===== config.mk =====
export PLATFORM = sky130hd
export DESIGN_NAME = vsub_sat_unit
export DESIGN_NICKNAME = d
export VERILOG_FILES = /design/src/rtl/vsub_pkg.sv /design/src/rtl/vsub_decode.sv /design/src/rtl/vsub_lane.sv /design/src/rtl/vsub_sat_flag.sv /design/src/rtl/vsub_sat_unit.sv
export SDC_FILE = /design/constraint.sdc
export NUM_CORES = 1
export LEC_CHECK = 0
export ABC_AREA = 0
export BUFFER_PORTS_ARGS = -buffer_cell sky130_fd_sc_hd__buf_4
export CAP_MARGIN = 30
export CORE_ASPECT_RATIO = 1.4
export CORE_MARGIN = 5
export CORE_UTILIZATION = 47
export DETAILED_ROUTE_END_ITERATION = 8
export PLACE_DENSITY = 0.76
export SYNTH_ARGS = -nofsm -noshare
export SYNTH_HDL_FRONTEND = slang
export SYNTH_SLANG_ARGS = --single-unit

===== constraint.sdc =====
create_clock -name clk -period 1.6 [get_ports clk]
set_input_delay 0.24 -clock clk [delete_from_list [all_inputs] [get_ports clk]]
set_output_delay 0.24 -clock clk [all_outputs]
set_load 0.01 [all_outputs]

===== src/rtl/vsub_pkg.sv =====
package vsub_pkg;
  localparam int unsigned INSTR_W   = 32;
  localparam int unsigned LANES     = 8;
  localparam int unsigned LANE_W    = 16;
  localparam int unsigned VEC_W     = LANES * LANE_W;
  localparam int unsigned REGIDX_W  = 5;
  localparam int unsigned PRIM_W    = 6;
  localparam int unsigned XOP_W     = 11;
  localparam logic [PRIM_W-1:0] PRIM_CODE = 6'd4;
  localparam logic [XOP_W-1:0]  XOP_CODE  = 11'd1856;

  typedef struct packed {
    logic                hit;
    logic [REGIDX_W-1:0] dst;
  } dec_t;
endpackage


===== src/rtl/vsub_decode.sv =====
module vsub_decode
  import vsub_pkg::*;
(
  input  logic               valid_i,
  input  logic [INSTR_W-1:0] instr_i,
  output dec_t               dec_o
);
  localparam int unsigned PRIM_LSB = INSTR_W - PRIM_W;
  localparam int unsigned DST_LSB  = PRIM_LSB - REGIDX_W;

  logic prim_ok;
  logic xop_ok;

  always_comb begin
    prim_ok   = (instr_i[INSTR_W-1:PRIM_LSB] == PRIM_CODE);
    xop_ok    = (instr_i[XOP_W-1:0] == XOP_CODE);
    dec_o.hit = valid_i & prim_ok & xop_ok;
    dec_o.dst = instr_i[DST_LSB +: REGIDX_W];
  end
endmodule


===== src/rtl/vsub_lane.sv =====
module vsub_lane #(
  parameter int unsigned W = 16
) (
  input  logic [W-1:0] a_i,
  input  logic [W-1:0] b_i,
  output logic [W-1:0] res_o,
  output logic         ovf_o
);
  localparam logic [W-1:0] MAX_POS = {1'b0, {(W-1){1'b1}}};
  localparam logic [W-1:0] MAX_NEG = {1'b1, {(W-1){1'b0}}};

  logic [W:0] diff;

  always_comb begin
    diff  = {a_i[W-1], a_i} - {b_i[W-1], b_i};
    ovf_o = diff[W] ^ diff[W-1];
    if (ovf_o) res_o = diff[W] ? MAX_NEG : MAX_POS;
    else       res_o = diff[W-1:0];
  end

  // Sign rules: non-negative minus negative never negative, and the reverse
  always_comb begin
    if (!a_i[W-1] && b_i[W-1])
      assert_pos_minus_neg_R4: assert (!res_o[W-1]);
    if (a_i[W-1] && !b_i[W-1])
      assert_neg_minus_pos_R4: assert (res_o[W-1]);
  end
endmodule


===== src/rtl/vsub_sat_flag.sv =====
module vsub_sat_flag (
  input  logic clk,
  input  logic rst_n,
  input  logic exec_i,
  input  logic ovf_i,
  input  logic clr_i,
  output logic sat_o
);
  logic sat_q;
  logic sat_d;

  always_comb begin
    sat_d = sat_q;
    if (clr_i)           sat_d = 1'b0;
    if (exec_i && ovf_i) sat_d = 1'b1;
  end

  always_ff @(posedge clk or negedge rst_n) begin
    if (!rst_n) sat_q <= 1'b0;
    else        sat_q <= sat_d;
  end

  assign sat_o = sat_q;

  assert_sat_sticky_R7: assert property (@(posedge clk) disable iff (!rst_n)
    (sat_q && !clr_i) |=> sat_q);
  assert_sat_clear_R8: assert property (@(posedge clk) disable iff (!rst_n)
    (clr_i && !(exec_i && ovf_i)) |=> !sat_q);
  assert_sat_set_R6: assert property (@(posedge clk) disable iff (!rst_n)
    (exec_i && ovf_i) |=> sat_q);
  assert_sat_idle_R5: assert property (@(posedge clk) disable iff (!rst_n)
    (!exec_i && !clr_i) |=> $stable(sat_q));
endmodule


===== src/rtl/vsub_sat_unit.sv =====
module vsub_sat_unit
  import vsub_pkg::*;
(
  input  logic                clk,
  input  logic                rst_n,
  input  logic                valid_i,
  input  logic [INSTR_W-1:0]  instr_i,
  input  logic [VEC_W-1:0]    opa_i,
  input  logic [VEC_W-1:0]    opb_i,
  input  logic                sat_clr_i,
  output logic [VEC_W-1:0]    res_o,
  output logic                wr_en_o,
  output logic [REGIDX_W-1:0] wr_idx_o,
  output logic                sat_o
);
  dec_t                dec;
  logic [VEC_W-1:0]    lane_res;
  logic [LANES-1:0]    lane_ovf;
  logic                any_ovf;

  logic [VEC_W-1:0]    res_q,  res_d;
  logic                wen_q,  wen_d;
  logic [REGIDX_W-1:0] idx_q,  idx_d;

  vsub_decode u_dec (
    .valid_i (valid_i),
    .instr_i (instr_i),
    .dec_o   (dec)
  );

  // Lane 0 is the most significant halfword
  for (genvar g = 0; g < LANES; g++) begin : g_lane
    localparam int unsigned HI = VEC_W - 1 - g * LANE_W;
    vsub_lane #(.W(LANE_W)) u_lane (
      .a_i   (opa_i[HI -: LANE_W]),
      .b_i   (opb_i[HI -: LANE_W]),
      .res_o (lane_res[HI -: LANE_W]),
      .ovf_o (lane_ovf[g])
    );
  end

  always_comb begin
    any_ovf = |lane_ovf;
    wen_d   = dec.hit;
    res_d   = res_q;
    idx_d   = idx_q;
    if (dec.hit) begin
      res_d = lane_res;
      idx_d = dec.dst;
    end
  end

  always_ff @(posedge clk or negedge rst_n) begin
    if (!rst_n) begin
      res_q <= '0;
      wen_q <= 1'b0;
      idx_q <= '0;
    end else begin
      res_q <= res_d;
      wen_q <= wen_d;
      idx_q <= idx_d;
    end
  end

  vsub_sat_flag u_sat (
    .clk    (clk),
    .rst_n  (rst_n),
    .exec_i (dec.hit),
    .ovf_i  (any_ovf),
    .clr_i  (sat_clr_i),
    .sat_o  (sat_o)
  );

  assign res_o    = res_q;
  assign wr_en_o  = wen_q;
  assign wr_idx_o = idx_q;

  assert_match_writes_R1: assert property (@(posedge clk) disable iff (!rst_n)
    (valid_i && instr_i[31:26] == 6'd4 && instr_i[10:0] == 11'd1856) |=> wr_en_o);
  assert_write_has_source_R1: assert property (@(posedge clk) disable iff (!rst_n)
    wr_en_o |-> $past(valid_i));
  assert_dest_index_R2: assert property (@(posedge clk) disable iff (!rst_n)
    wr_en_o |-> (wr_idx_o == $past(instr_i[25:21])));
  assert_hold_result_R5: assert property (@(posedge clk) disable iff (!rst_n)
    !dec.hit |=> ($stable(res_o) && !wr_en_o));
endmodule


# Word-level counts from Yosys, hierarchy flattened
# Cells that the tools add are included.
# op_classes
n_addsub	8
multipliers	0
div_mod_pow	0
magnitude_cmp	0
n_eq_ne	2
n_shift	0
muxes	18
bitwise	10
reduce_logical	3
# ops
op	n
two-way mux 16 bit	16
subtractor 16 x 16 -> 17 bit	8
== test 11 bit (second input constant)	1
OR reduction 8 bit	1
bitwise XOR 1 bit	8
== test 6 x 3 -> 1 bit (second input constant)	1
bitwise AND 1 bit	2
two-way mux 1 bit	2
nonzero test 2 bit	1
logical AND 1 bit	1
# totals
reg_bits	135
latch_bits	0
ramBits	0
romBits	0
out_inout_bits	135
memories	0

# Longest topological paths before layout
# logic_depth
ltp_word	5
depth_mapped	15
depth_no_buf	13

# By module
# From an unflattened synthesis, not the netlist that was laid out.
# unflattened
cells_unflattened	1925
hier_area_um2	17043.8
# modules_own_cells
module	n_inst	cells_per_inst	area_each_um2	seq_area_each_um2
vsub_lane at g_lane[0].u_lane ...	4	210	1476.4	0.0
vsub_lane at g_lane[4].u_lane ...	4	196	1432.6	0.0
vsub_sat_unit	1	285	5261.3	3353.2
vsub_decode	1	12	105.1	0.0
vsub_sat_flag	1	4	41.3	25.0

# Least setup slack after synthesis
# OpenSTA, ideal clock, no wires.
# synth_timing
kind	in2reg
start	input port opa_i[32]
end	register res_q[44] (netlist: res_o[44])
setup_time_ps	130
arrival_ps	2571
slack_ps	-1101
stages	14
path_buffers	1
cell_sequence	inv_1 ha_1 inv_1 fa_1 a211oi_1 o21ai_0 a31oi_2 o211ai_2 a41oi_2 a31oi_4 and2_4 buf_4 nor2_1 o21ai_0
# synth_via
elab_chain_len	3
elab_cells_between_ends	4
# synth_lines
element	line	rtl
start: declaration	vsub_sat_unit.sv:8	input logic [VEC_W-1:0] opa_i,
subtractor 16 x 16 -> 17 bit *	vsub_lane.sv:15	diff = {a_i[W-1], a_i} - {b_i[W-1], b_i};
two-way mux 16 bit or bitwise XOR 1 bit (tied branches)	vsub_lane.sv:17, vsub_lane.sv:16	
two-way mux 16 bit *	vsub_lane.sv:17	if (ovf_o) res_o = diff[W] ? MAX_NEG : MAX_POS;
end signal: assignment	vsub_sat_unit.sv:59	res_q <= res_d;
end: declaration	vsub_sat_unit.sv:21	logic [VEC_W-1:0] res_q, res_d;
# Every way passes the cells marked *; elsewhere a longest branch is shown, timed or not.
# A chain may end at the register's enable or synchronous reset.

# Final worst setup path
# layout_timing
start	input port opb_i[49]
end	register u_sat.sat_q (netlist: u_sat.sat_o)
# layout_via
elab_chain_len	5
elab_cells_between_ends	6
# layout_lines
element	line	rtl
start: declaration	vsub_sat_unit.sv:9	input logic [VEC_W-1:0] opb_i,
subtractor 16 x 16 -> 17 bit *	vsub_lane.sv:15	
bitwise XOR 1 bit *	vsub_lane.sv:16	ovf_o = diff[W] ^ diff[W-1];
OR reduction 8 bit *	vsub_sat_unit.sv:43	any_ovf = |lane_ovf;
logical AND 1 bit *	vsub_sat_flag.sv:15	if (exec_i && ovf_i) sat_d = 1'b1;
two-way mux 1 bit or nonzero test 2 bit (tied branches)	-	
end signal: assignment	vsub_sat_flag.sv:20	else sat_q <= sat_d;
end: declaration	vsub_sat_flag.sv:9	logic sat_q;
# Marks and branches as above.

==> impl_metrics.env <==
export IMPL_outcome="finished, violations left"
export IMPL_violations="setup timing"
export IMPL_chipHeight_um=200
export IMPL_synthTopCellsByCount="185 x nand2_1, 161 x inv_1, 138 x o21ai_0"
export IMPL_synthDistinctLibCells=97
export IMPL_area_delta_synth_final_pct=76.7
export IMPL_period_minus_slack_ns=2.45
export IMPL_dpl_cell_area_um2=18600
export IMPL_grt_pass1_wl_mm=76.5
export IMPL_avgSynthCellArea_um2=8.07
export IMPL_crit_path_max_fanout=6
export IMPL_critical_path_class="in2reg"
export IMPL_grt_pass1_vias=15500
export IMPL_synth_top_area_cell="dfrtp_1"
export IMPL_wl_per_cell_um=20.0
export IMPL_cap_viol_max_count=0
export IMPL_drt_iter0_drc=927
export IMPL_rsz0062_at_grt="true"
export IMPL_hold_viol=0
export IMPL_cts_root_buf="clkbuf_16"
export IMPL_rows=69
export IMPL_fin_util_pct=84.2
export IMPL_finalWirelength_mm=52.9
export IMPL_finalClockSkew_ns=0
export IMPL_fin_area_um2=21400
export IMPL_syn_area_um2=12100
export IMPL_clockBufferDepth=2
export IMPL_p_leak_nw=11.0
export IMPL_die_area_um2=29200
export IMPL_drtAntennaViolNets=0
export IMPL_arrival_ns=2.74
export IMPL_yosysMostFrequentCell="nand2_1"
export IMPL_dp_hpwl_mm=36.4
export IMPL_ys_flop_type="dfrtp_1"
export IMPL_worstPathRequired_ns=1.89
export IMPL_synth_fp_nets=1933
export IMPL_initial_core_util_pct=47.7
export IMPL_dr_total_vias=15100
export IMPL_cellPowerDensity_nw_per_um2=696
export IMPL_syn_inst=1505
export IMPL_synth_top_area_share_pct=27.8
export IMPL_ff2ff_path_depth=4
export IMPL_fin_ws_ns=-0.847
export IMPL_clk_latency_ns=0.44
export IMPL_ys_async_sr_fraction_pct=100
export IMPL_worst_setup_path_start_kind="primary input"
export IMPL_path_clk_slew_ns=0.07
export IMPL_numPortBuffers=416
export IMPL_finalWeightedCongestion=0.947
export IMPL_worst_pin_slew_ns=0.532
export IMPL_finalSetupViolations=129
export IMPL_io_pins=427
export IMPL_synth_edff_count=0
export IMPL_fp_dieW_um=146
export IMPL_slew_headroom_pct=64.4
export IMPL_final_max_slew_viol_count=0
export IMPL_max_freq_ghz=0.409
export IMPL_overflow=0
export IMPL_h_tree_depth=4
export IMPL_grt_max_degree=100
export IMPL_min_period_over_period_pct=153
export IMPL_cts_tree="yes"
export IMPL_cts_sinks=135
export IMPL_min_path_type="in2reg"
export IMPL_grtUsageTotal_pct=32.1
export IMPL_route_detailed_drc=0
export IMPL_vias_per_cell=5.71
export IMPL_nNetsFinal=2740
export IMPL_ys_warn_count=0
export IMPL_core_area_um2=25500
export IMPL_drive_gt1_share_pct=52.5
export IMPL_hold_depth=3
export IMPL_worst_setup_path_end_kind="register"
export IMPL_antenna_found_initial=0
export IMPL_irDropWorstVdd_v=0.000683
export IMPL_numCtsBuffers=17
export IMPL_antenna_cells=0
export IMPL_yosysSeqAreaShare_pct=27.8
export IMPL_synthTopCellsByArea="dfrtp_1 28%, ha_1 13%, nand2_1 5.7%"
export IMPL_ys_ff_latch=135
export IMPL_drt_pass1_iter_count=6
-- critical path, stage by stage --
cell and delay (ns):
buf_4 0.08, inv_1 0.06, ha_1 0.27, nor2b_1 0.22
o2111a_1 0.25, nor3_1 0.07, buf_4 0.14, o31ai_1 0.38
xor2_1 0.22, buf_4 0.18, xor2_1 0.21, nand4_1 0.12
nor4_1 0.20, a22oi_1 0.10
-- placed cells by master (no fill, tap or decap), drive strengths merged, types with 4 or more instances in the layout --
cell        n
o211ai     13
clkinvlp    4
o21a       27
nand2b     15
or3         9
ha        128
nor4        4
clkbuf     18
a21oi     106
dfrtp     135
a22oi       4
o41ai       4
xnor2      61
nor3       21
and3        6
nand4       5
a211oi     15
inv       171
o31ai      15
buf       822
nand3      17
a22o        8
nand2     191
or2        12
fa          8
xor2       41
a21o       42
nor2      101
nor2b      23
o21bai      9
o21ai     198
a31oi       9
a211o       8
maj3        6
and2       13
-- sequential cells by signal, indices dropped and copies added, names as in the netlist --
name         count
res_o          128
u_sat.sat_o      1
wr_en_o          1
wr_idx_o         5
-- what timing repair did --
action	in CTS	in global routing
cloned	12	2
hold buffers	2	0
endpoints found under the hold margin	25	0
pin swaps	137	116
setup buffers	48	29
setup endpoints to repair	129	129
resized for setup	227	168
-- logic make-up (layout without fill, tap and decap cells) --
| group | after synthesis | in the layout | share of synthesized area (%) |
|---|---|---|---|
| XOR/XNOR | 102 | 102 | 7.67 |
| buffers and inverters | 206 | 1018 | 6.83 |
| flip-flops | 135 | 135 | 27.8 |
| AO/OA/AOI/OAI | 493 | 493 | 26.3 |
| multiplexers | 4 | 4 | 0.381 |
| AND/OR/NAND/NOR | 423 | 431 | 16.0 |
| adder cells (fa/ha/maj) | 142 | 142 | 15.0 |
-- routing by layer --
| metal | track usage (%) | wire [um] | share of wire (%) |
|---|---|---|---|
| met5 | 0 | 0 | 0 |
| met4 | 20.7 | 4620 | 8.7 |
| met3 | 6.98 | 3950 | 7.5 |
| met2 | 61.6 | 27700 | 52 |
| met1 | 30.2 | 16700 | 31 |
-- final timing paths --
| check | startpoint | end | slack, ns |
|---|---|---|---|
| max reg2reg | u_sat.sat_o | u_sat.sat_o | 0.56 |
| min | instr_i[24] | wr_idx_o[3] | 0.005 |
| max in group asynchronous | rst_n | res_o[11] | 0.74 |
| max | opb_i[49] | u_sat.sat_o | -0.85 |
| min in group asynchronous | rst_n | wr_idx_o[0] | 0.25 |
| min reg2reg | wr_idx_o[2] | wr_idx_o[2] | 0.47 |
-- per-stage QoR --
| stage | setup TNS [ns] | std cells | setup slack (ns) | hold WS [ns] | power, mW |
|---|---|---|---|---|---|
| 2_1_floorplan | -104.86 | 1505 | -0.972 | -0.0556 | 6.73 |
| 3_3_place_gp | -140.08 | 2534 | -1.39 | 0.137 | 9.03 |
| 3_5_place_dp | -147.38 | 2534 | -1.45 | 0.137 | 9.14 |
| 4_1_cts | -73.33 | 2625 | -0.760 | 0.00367 | 14.0 |
| 5_1_grt | -89.07 | 2644 | -0.945 | 0.0187 | 15.6 |
| 6_report | -78.99 | 2644 | -0.847 | 0.00466 | 14.9 |
-- where the power goes --
part / leakage, nW / internal, mW / switching, mW
Combinational: 8.87 / 3.91 / 3.76
Clock: 0.264 / 2.05 / 1.79
Sequential: 1.89 / 3.41 / 0.000650
Total: 11.0 / 9.37 / 5.56
-- layout make-up --
type                       instances  area, um^2
sequential                       135        3380
clock inverter                    15         134
multi-input combinational       1172        9750
fill                            1388        4020
timing repair buffer             825        6660
inverter                         161         709
clock buffer                      17         425
tap                              319         399
No activity file was read; power rests on OpenSTA's default activity.
